$ cat src/rtl/rot_track_pos_pkg.sv
package rot_track_pos_pkg;
  typedef enum logic {
    LEAD_READ   = 1'b0,
    LEAD_RESUME = 1'b1
  } lead_sel_e;
endpackage

$ cat src/rtl/rtp_lead_add.sv
module rtp_lead_add #(
  parameter int TIME_W      = 32,
  parameter int READ_LEAD   = 1920,
  parameter int RESUME_LEAD = 620
) (
  input  logic              sel_i,
  input  logic [TIME_W-1:0] time_i,
  output logic [TIME_W-1:0] sum_o
);
  import rot_track_pos_pkg::*;

  localparam logic [TIME_W-1:0] READ_L   = TIME_W'(READ_LEAD);
  localparam logic [TIME_W-1:0] RESUME_L = TIME_W'(RESUME_LEAD);

  logic [TIME_W-1:0] lead;

  always_comb begin
    lead  = (lead_sel_e'(sel_i) == LEAD_RESUME) ? RESUME_L : READ_L;
    sum_o = time_i + lead;
  end
endmodule

$ cat src/rtl/rtp_recip_mul.sv
module rtp_recip_mul #(
  parameter int TIME_W  = 32,
  parameter int FRAC_W  = 32,
  parameter int BYTES_W = 16
) (
  input  logic               clk,
  input  logic               rst_n,
  input  logic               en_i,
  input  logic [TIME_W-1:0]  time_i,
  input  logic [FRAC_W-1:0]  inv_i,
  input  logic [BYTES_W-1:0] bytes_i,
  output logic               vld_o,
  output logic [TIME_W-1:0]  cnt_o,
  output logic [BYTES_W-1:0] bytes_o
);
  localparam int PROD_W = TIME_W + FRAC_W;

  logic [PROD_W-1:0]  prod;
  logic [TIME_W-1:0]  cnt_n;
  logic [TIME_W-1:0]  cnt_q;
  logic [BYTES_W-1:0] bytes_q;
  logic               vld_q;

  always_comb begin
    prod  = PROD_W'(time_i) * PROD_W'(inv_i);
    cnt_n = TIME_W'(prod >> FRAC_W);
  end

  always_ff @(posedge clk or negedge rst_n) begin
    if (!rst_n) begin
      vld_q   <= 1'b0;
      cnt_q   <= '0;
      bytes_q <= '0;
    end else begin
      vld_q <= en_i;
      if (en_i) begin
        cnt_q   <= cnt_n;
        bytes_q <= bytes_i;
      end
    end
  end

  assign vld_o   = vld_q;
  assign cnt_o   = cnt_q;
  assign bytes_o = bytes_q;
endmodule

$ cat src/rtl/rtp_wrap_split.sv
module rtp_wrap_split #(
  parameter int BIT_W   = 32,
  parameter int BYTES_W = 16,
  parameter int WORD_W  = 32
) (
  input  logic                clk,
  input  logic                rst_n,
  input  logic                en_i,
  input  logic [BIT_W-1:0]    cnt_i,
  input  logic [BYTES_W-1:0]  bytes_i,
  output logic                vld_o,
  output logic [BIT_W-1:0]    pos_o,
  output logic [BIT_W-$clog2(WORD_W)-1:0] woff_o,
  output logic [$clog2(WORD_W)-1:0]       bit_o,
  output logic [BYTES_W-$clog2(WORD_W/8)-1:0] left_o
);
  localparam int WSH    = $clog2(WORD_W);
  localparam int BSH    = $clog2(WORD_W / 8);
  localparam int WOFF_W = BIT_W - WSH;
  localparam int LEFT_W = BYTES_W - BSH;

  logic [BIT_W-1:0]  trk_bits;
  logic [BIT_W-1:0]  pos_n;
  logic [WOFF_W-1:0] woff_n;
  logic [WSH-1:0]    bit_n;
  logic [WOFF_W-1:0] trk_words;
  logic [WOFF_W-1:0] left_full;
  logic [LEFT_W-1:0] left_n;

  logic              vld_q;
  logic [BIT_W-1:0]  pos_q;
  logic [WOFF_W-1:0] woff_q;
  logic [WSH-1:0]    bit_q;
  logic [LEFT_W-1:0] left_q;

  always_comb begin
    trk_bits  = BIT_W'(bytes_i) << 3;
    pos_n     = (cnt_i >= trk_bits) ? (cnt_i - trk_bits) : cnt_i;
    woff_n    = WOFF_W'(pos_n >> WSH);
    bit_n     = WSH'(pos_n);
    trk_words = WOFF_W'(bytes_i >> BSH);
    left_full = trk_words - woff_n;
    left_n    = LEFT_W'(left_full);
  end

  always_ff @(posedge clk or negedge rst_n) begin
    if (!rst_n) begin
      vld_q  <= 1'b0;
      pos_q  <= '0;
      woff_q <= '0;
      bit_q  <= '0;
      left_q <= '0;
    end else begin
      vld_q <= en_i;
      if (en_i) begin
        pos_q  <= pos_n;
        woff_q <= woff_n;
        bit_q  <= bit_n;
        left_q <= left_n;
      end
    end
  end

  assign vld_o  = vld_q;
  assign pos_o  = pos_q;
  assign woff_o = woff_q;
  assign bit_o  = bit_q;
  assign left_o = left_q;
endmodule

$ cat src/rtl/rot_track_pos.sv
module rot_track_pos #(
  parameter int TIME_W      = 32,
  parameter int FRAC_W      = 32,
  parameter int BYTES_W     = 16,
  parameter int WORD_W      = 32,
  parameter int READ_LEAD   = 1920,
  parameter int RESUME_LEAD = 620,
  localparam int WSH    = $clog2(WORD_W),
  localparam int WOFF_W = TIME_W - WSH,
  localparam int LEFT_W = BYTES_W - $clog2(WORD_W / 8)
) (
  input  logic               clk,
  input  logic               rst_n,
  input  logic               req_i,
  input  logic               lead_sel_i,
  input  logic [TIME_W-1:0]  rot_time_i,
  input  logic [FRAC_W-1:0]  inv_period_i,
  input  logic [BYTES_W-1:0] track_bytes_i,
  output logic               res_vld_o,
  output logic [TIME_W-1:0]  bit_pos_o,
  output logic [WOFF_W-1:0]  word_off_o,
  output logic [WSH-1:0]     bit_in_word_o,
  output logic [LEFT_W-1:0]  words_left_o
);
  logic [TIME_W-1:0]  adj_time;
  logic               mul_vld;
  logic [TIME_W-1:0]  mul_cnt;
  logic [BYTES_W-1:0] mul_bytes;

  rtp_lead_add #(
    .TIME_W(TIME_W), .READ_LEAD(READ_LEAD), .RESUME_LEAD(RESUME_LEAD)
  ) lead_i (
    .sel_i(lead_sel_i), .time_i(rot_time_i), .sum_o(adj_time)
  );

  rtp_recip_mul #(
    .TIME_W(TIME_W), .FRAC_W(FRAC_W), .BYTES_W(BYTES_W)
  ) mul_i (
    .clk(clk), .rst_n(rst_n), .en_i(req_i), .time_i(adj_time),
    .inv_i(inv_period_i), .bytes_i(track_bytes_i),
    .vld_o(mul_vld), .cnt_o(mul_cnt), .bytes_o(mul_bytes)
  );

  rtp_wrap_split #(
    .BIT_W(TIME_W), .BYTES_W(BYTES_W), .WORD_W(WORD_W)
  ) wrap_i (
    .clk(clk), .rst_n(rst_n), .en_i(mul_vld), .cnt_i(mul_cnt),
    .bytes_i(mul_bytes), .vld_o(res_vld_o), .pos_o(bit_pos_o),
    .woff_o(word_off_o), .bit_o(bit_in_word_o), .left_o(words_left_o)
  );
endmodule

$ cat config.mk
export PLATFORM = sky130hd
export DESIGN_NAME = rot_track_pos
export DESIGN_NICKNAME = d
export VERILOG_FILES = /design/src/rtl/rot_track_pos_pkg.sv /design/src/rtl/rtp_lead_add.sv /design/src/rtl/rtp_recip_mul.sv /design/src/rtl/rtp_wrap_split.sv /design/src/rtl/rot_track_pos.sv
export SDC_FILE = /design/constraint.sdc
export NUM_CORES = 2
export LEC_CHECK = 0
export BUFFER_PORTS_ARGS = -buffer_cell sky130_fd_sc_hd__buf_2
export CORE_ASPECT_RATIO = 2
export CORE_MARGIN = 2
export CORE_UTILIZATION = 30
export DETAILED_ROUTE_END_ITERATION = 6
export PLACE_DENSITY = 0.43
export SETUP_SLACK_MARGIN = 0.15
export SLEW_MARGIN = 20
export SYNTH_ARGS = -nofsm -noshare
export SYNTH_HDL_FRONTEND = slang
export SYNTH_SLANG_ARGS = --single-unit
$ cat constraint.sdc
create_clock -name clk -period 5.7 [get_ports clk]
set_input_delay 0 -clock clk [delete_from_list [all_inputs] [get_ports clk]]
set_output_delay 0 -clock clk [all_outputs]
set_load 0.005 [all_outputs]
---- Word level (Yosys, flattened, before mapping) ----
Cells that the tools add are included.
operators by class
  $add $sub $neg .......................... 3
  multipliers ............................. 1
  order comparisons ....................... 1
  muxes and demuxes ....................... 2
operators with widths
  kind                            number
  multiplier 32 x 32 -> 64 bit    1
  adder 32 x 11 -> 32 bit         1
  >= comparator 32 x 19 -> 1 bit  1
  two-way mux 32 bit              1
  subtractor 32 x 19 -> 32 bit    1
  subtractor 14 bit               1
  two-way mux 11 bit              1
word-level totals
  register bits ........................... 128
  input bits .............................. 84
  output and inout bits ................... 79
  logic and storage cells ................. 15

---- Logic depth before layout (Yosys ltp) ----
  depth after elaboration ................. 3
  depth in mapped cells ................... 41

---- By module ----
A second synthesis with hierarchy kept.
second synthesis, totals
  cells, all modules ...................... 4336
  area, all modules ....................... 39555.4 um2
modules (own cells, without submodules)
  module          instances  cells an instance  area an instance (um2)  seq. area each (um2)
  rtp_recip_mul   1          3767               34778.4                 1226.2
  rtp_wrap_split  1          459                3953.8                  1176.1
  rtp_lead_add    1          110                823.3                   0.0

---- Worst setup path after synthesis ----
OpenSTA, ideal clock, no wires.
  path type ............................... input -> register
  start ................................... in lead_sel_i
  end ..................................... reg mul_i.cnt_q[21], in the netlist mul_i.cnt_o[21]
  arrival ................................. 9.067 ns
  required time ........................... 5.575 ns
  setup slack ............................. -3.491 ns
  cell stages on the path ................. 40
  buffers on the path ..................... 3
  path through ............................ ha_1 inv_1 fa_1 and3b_1 o21a_1 o21a_1 o21ai_1 a21o_1 a21o_1 nor2_1 nand2_1 xnor2_1 clkbuf_1 nand2_1 fa_1 inv_1 fa_1 inv_1 (+4 left out) fa_1 fa_1 inv_1 fa_1 inv_1 ha_1 buf_4 nand4_2 nor3_1 o2111a_1 o31ai_1 and3_1 clkbuf_1 o41a_1 o31a_1 o21ai_2 xor2_1 mux2_2
on the way
  word-level cells in the longest chain between the ends .. 3
RTL lines
  what                          line                 text
  start, declared               rot_track_pos.sv:15  input logic lead_sel_i,
  two-way mux 11 bit            rtp_lead_add.sv:18   lead = (lead_sel_e'(sel_i) == LEAD_RESUME) ? RESUME_L : READ_L;
  adder 32 x 11 -> 32 bit       rtp_lead_add.sv:19   sum_o = time_i + lead;
  multiplier 32 x 32 -> 64 bit  rtp_recip_mul.sv:25  prod = PROD_W'(time_i) * PROD_W'(inv_i);
  end signal, assigned          rtp_recip_mul.sv:37  cnt_q <= cnt_n;
  end, declared                 rtp_recip_mul.sv:20  logic [TIME_W-1:0] cnt_q;
Every way passes these cells.
A chain may end at the register's enable or synchronous reset.

---- Worst setup path in the final report ----
Ends and elaborated chain as after synthesis.

==> impl_metrics.ini <==
[detailed_routing]
drtAntennaViolNets = 0
drt_first_iter_violations = 1073
wl_per_cell_um = 21.40
viasPerCell = 4.687
vias = 30110
first_pass_iters = 5
drc = 0
drt_wl_total_mm = 137.4

[clock_tree]
clk_latency_ns = 0.38
path_clk_slew_ns = 0.07
clockRootBuffer = clkbuf_16
cts.sinks = 96
cts_tree = built
clock_path_buffers = 2
cts_made_buffers = 9
htreeDepth = 3

[synthesis]
seq_area_frac_synth = 0.06226
synth_top_area_frac = 0.4659
ys.flop_type = dfrtp_1
synth_edf_count = 0
yosysTopAreaCell = fa_1
syn_area_mm2 = 0.03858
syn_inst = 4251
yosysWarnings = 0
synth_nets = 5529
synth-seq-cells = 96
synth-async-reset-ratio = 1.000
synth_area_leaders = fa_1, ha_1, inv_1
syn_area_per_cell_um2 = 9.076
yosysUniqueCellTypes = 66

[floorplan]
initial_utilization = 0.3014
die_height_um = 511.2
core_area_mm2 = 0.1280
io_pins = 163
die_area_mm2 = 0.1317
rows = 186
die_w_um = 257.6

[layout]
drive_gt1_frac = 0.2030
area_growth_pct = 21.99
final_cell_mix = inv_1, fa_1, nand2_1
fin_nets = 6003
final_common_cell = inv_1

[placement]
hpwl_mm = 122.2
gp_congestion = 0.8888
port_buffers = 162
pre_cts_ws_ns = -3.995

[worst_setup_path]
cp-end-kind = flip-flop
cp.required_ns = 5.96
r2r-end = wrap_i.left_o[13]
worstPathMaxFanout = 6
reg2reg_depth = 22
crit_path_top_delay_cell = fa_2
worst_path_largest_cell_delay_ns = 0.60
reg2reg_slack_ns = 0.55
cp_common_cell = fa_1
worstPathArrival_ns = 9.17
reg2reg_from = mul_i.cnt_o[4]
critical_path_class = input port to flip-flop
start_kind = input port

[timing]
min_period_over_period = 1.562
relSlewSlack = 0.4083
setup_slack_ns = -3.204
fin_crit_ns = 8.904
hold_violations = 0
fmax_ghz = 0.1123
clock_skew_ns = 0.01097
rsz0062_at_grt = yes
setup-violations-final = 32
whs_ns = 0.08445
finalMaxSlewViolations = 0
worst_slew_pin_slew_ns = 0.8876

[status]
status = complete, but fails checks
violations = negative setup slack

[global_route]
grt.busiest_layer = met2
grtUsageMet1 = 0.1875
met3_usage = 0.01055
grt_pass1_vias = 34390
antenna_found_initial = 11
grt_max_degree = 69
met2_usage = 0.4522
grt_usage = 0.2124
overflow = 0
grt_pass1_wl_mm = 206.6

[run]
cap_violations = 0

[worst_hold_path]
holdCritPathClass = input port to asynchronous set/reset pin
-- layout make-up --
cell class	count	area (um2)
fillers	13390	80930
multi-input cells	2974	32750
repair buffers	723	6035
inverters	921	3457
flip-flops and latches	96	2404
well taps	1692	2117
clock buffers	10	229.0
clock inverters	6	75.07
diodes	1	2.502
-- synthesized netlist by cell type, drive strengths merged (35+ instances only) --
cell type / n
inv: 921
fa: 898
nand2: 549
and2: 502
ha: 296
clkbuf: 216
a21oi: 121
dfrtp: 96
nor2: 84
o21ai: 65
xnor2: 52
and3: 45
buf: 44
mux2: 38
xor2: 35
-- worst max-delay path, delay by kind of cell --
kind / cells / cell delay, ns
mux: 1 / 0.25
buf+inv: 9 / 0.79
xor+xnor: 2 / 0.23
compound gates: 10 / 1.86
fa+ha+maj: 11 / 4.98
simple gates: 5 / 1.01
-- through the flow --
stage	area [um2]	setup TNS, ns	util	std cells
4_1_cts	46510	-98.55	0.3634	6405
6_report	47070	-96.03	0.3677	6423
3_3_place_gp	45340	-116.82	0.3542	6346
2_1_floorplan	38880	-76.61	-	4251
3_5_place_dp	45340	-118.40	0.3542	6346
5_1_grt	47070	-106.56	0.3677	6422
-- state kept, by name, indices dropped and copies added, names as in the netlist --
signal	cells
mul_i.cnt_o	32
wrap_i.woff_o	27
mul_i.bytes_o	16
wrap_i.left_o	14
wrap_i.bit_o	4
mul_i.vld_o	1
wrap_i.pos_o	1
wrap_i.vld_o	1
-- what timing repair did --
item,CTS,global route
pin swaps,89,89
hold buffers,18,0
endpoints found under the setup margin,32,35
resized for setup,107,104
hold endpoints to repair,48,0
buffers inserted,25,16
cloned,0,1
-- layer usage --
layer	up-vias	routed length [um]
met3	287	2221
li1	13490	-
met5	-	84
met1	15730	41120
met4	12	10150
met2	585	83870
-- how the worst max path moves through the flow --
| stage | start | slack [ns] | to | cells after the start |
|---|---|---|---|---|
| 3_5_place_dp | lead_sel_i | -3.99 | mul_i.cnt_o[21] | 38 |
| 4_1_cts | lead_sel_i | -3.34 | mul_i.cnt_o[21] | 38 |
| 3_3_place_gp | lead_sel_i | -3.90 | mul_i.cnt_o[21] | 38 |
| 2_1_floorplan | lead_sel_i | -2.86 | mul_i.cnt_o[21] | 37 |
| 5_1_grt | lead_sel_i | -3.58 | mul_i.cnt_o[21] | 39 |
| 6_report | lead_sel_i | -3.20 | mul_i.cnt_o[21] | 38 |
-- cells by family after synthesis --
family / synth area share
xor+xnor: 0.01975
buf+inv: 0.1186
simple gates: 0.1773
fa+ha+maj: 0.5619
mux: 0.01343
compound gates: 0.04680
flops: 0.06226
Power is left out: the tool's default activity adds up to more than one toggle a clock period on the data nets, which glitch-free logic cannot reach.
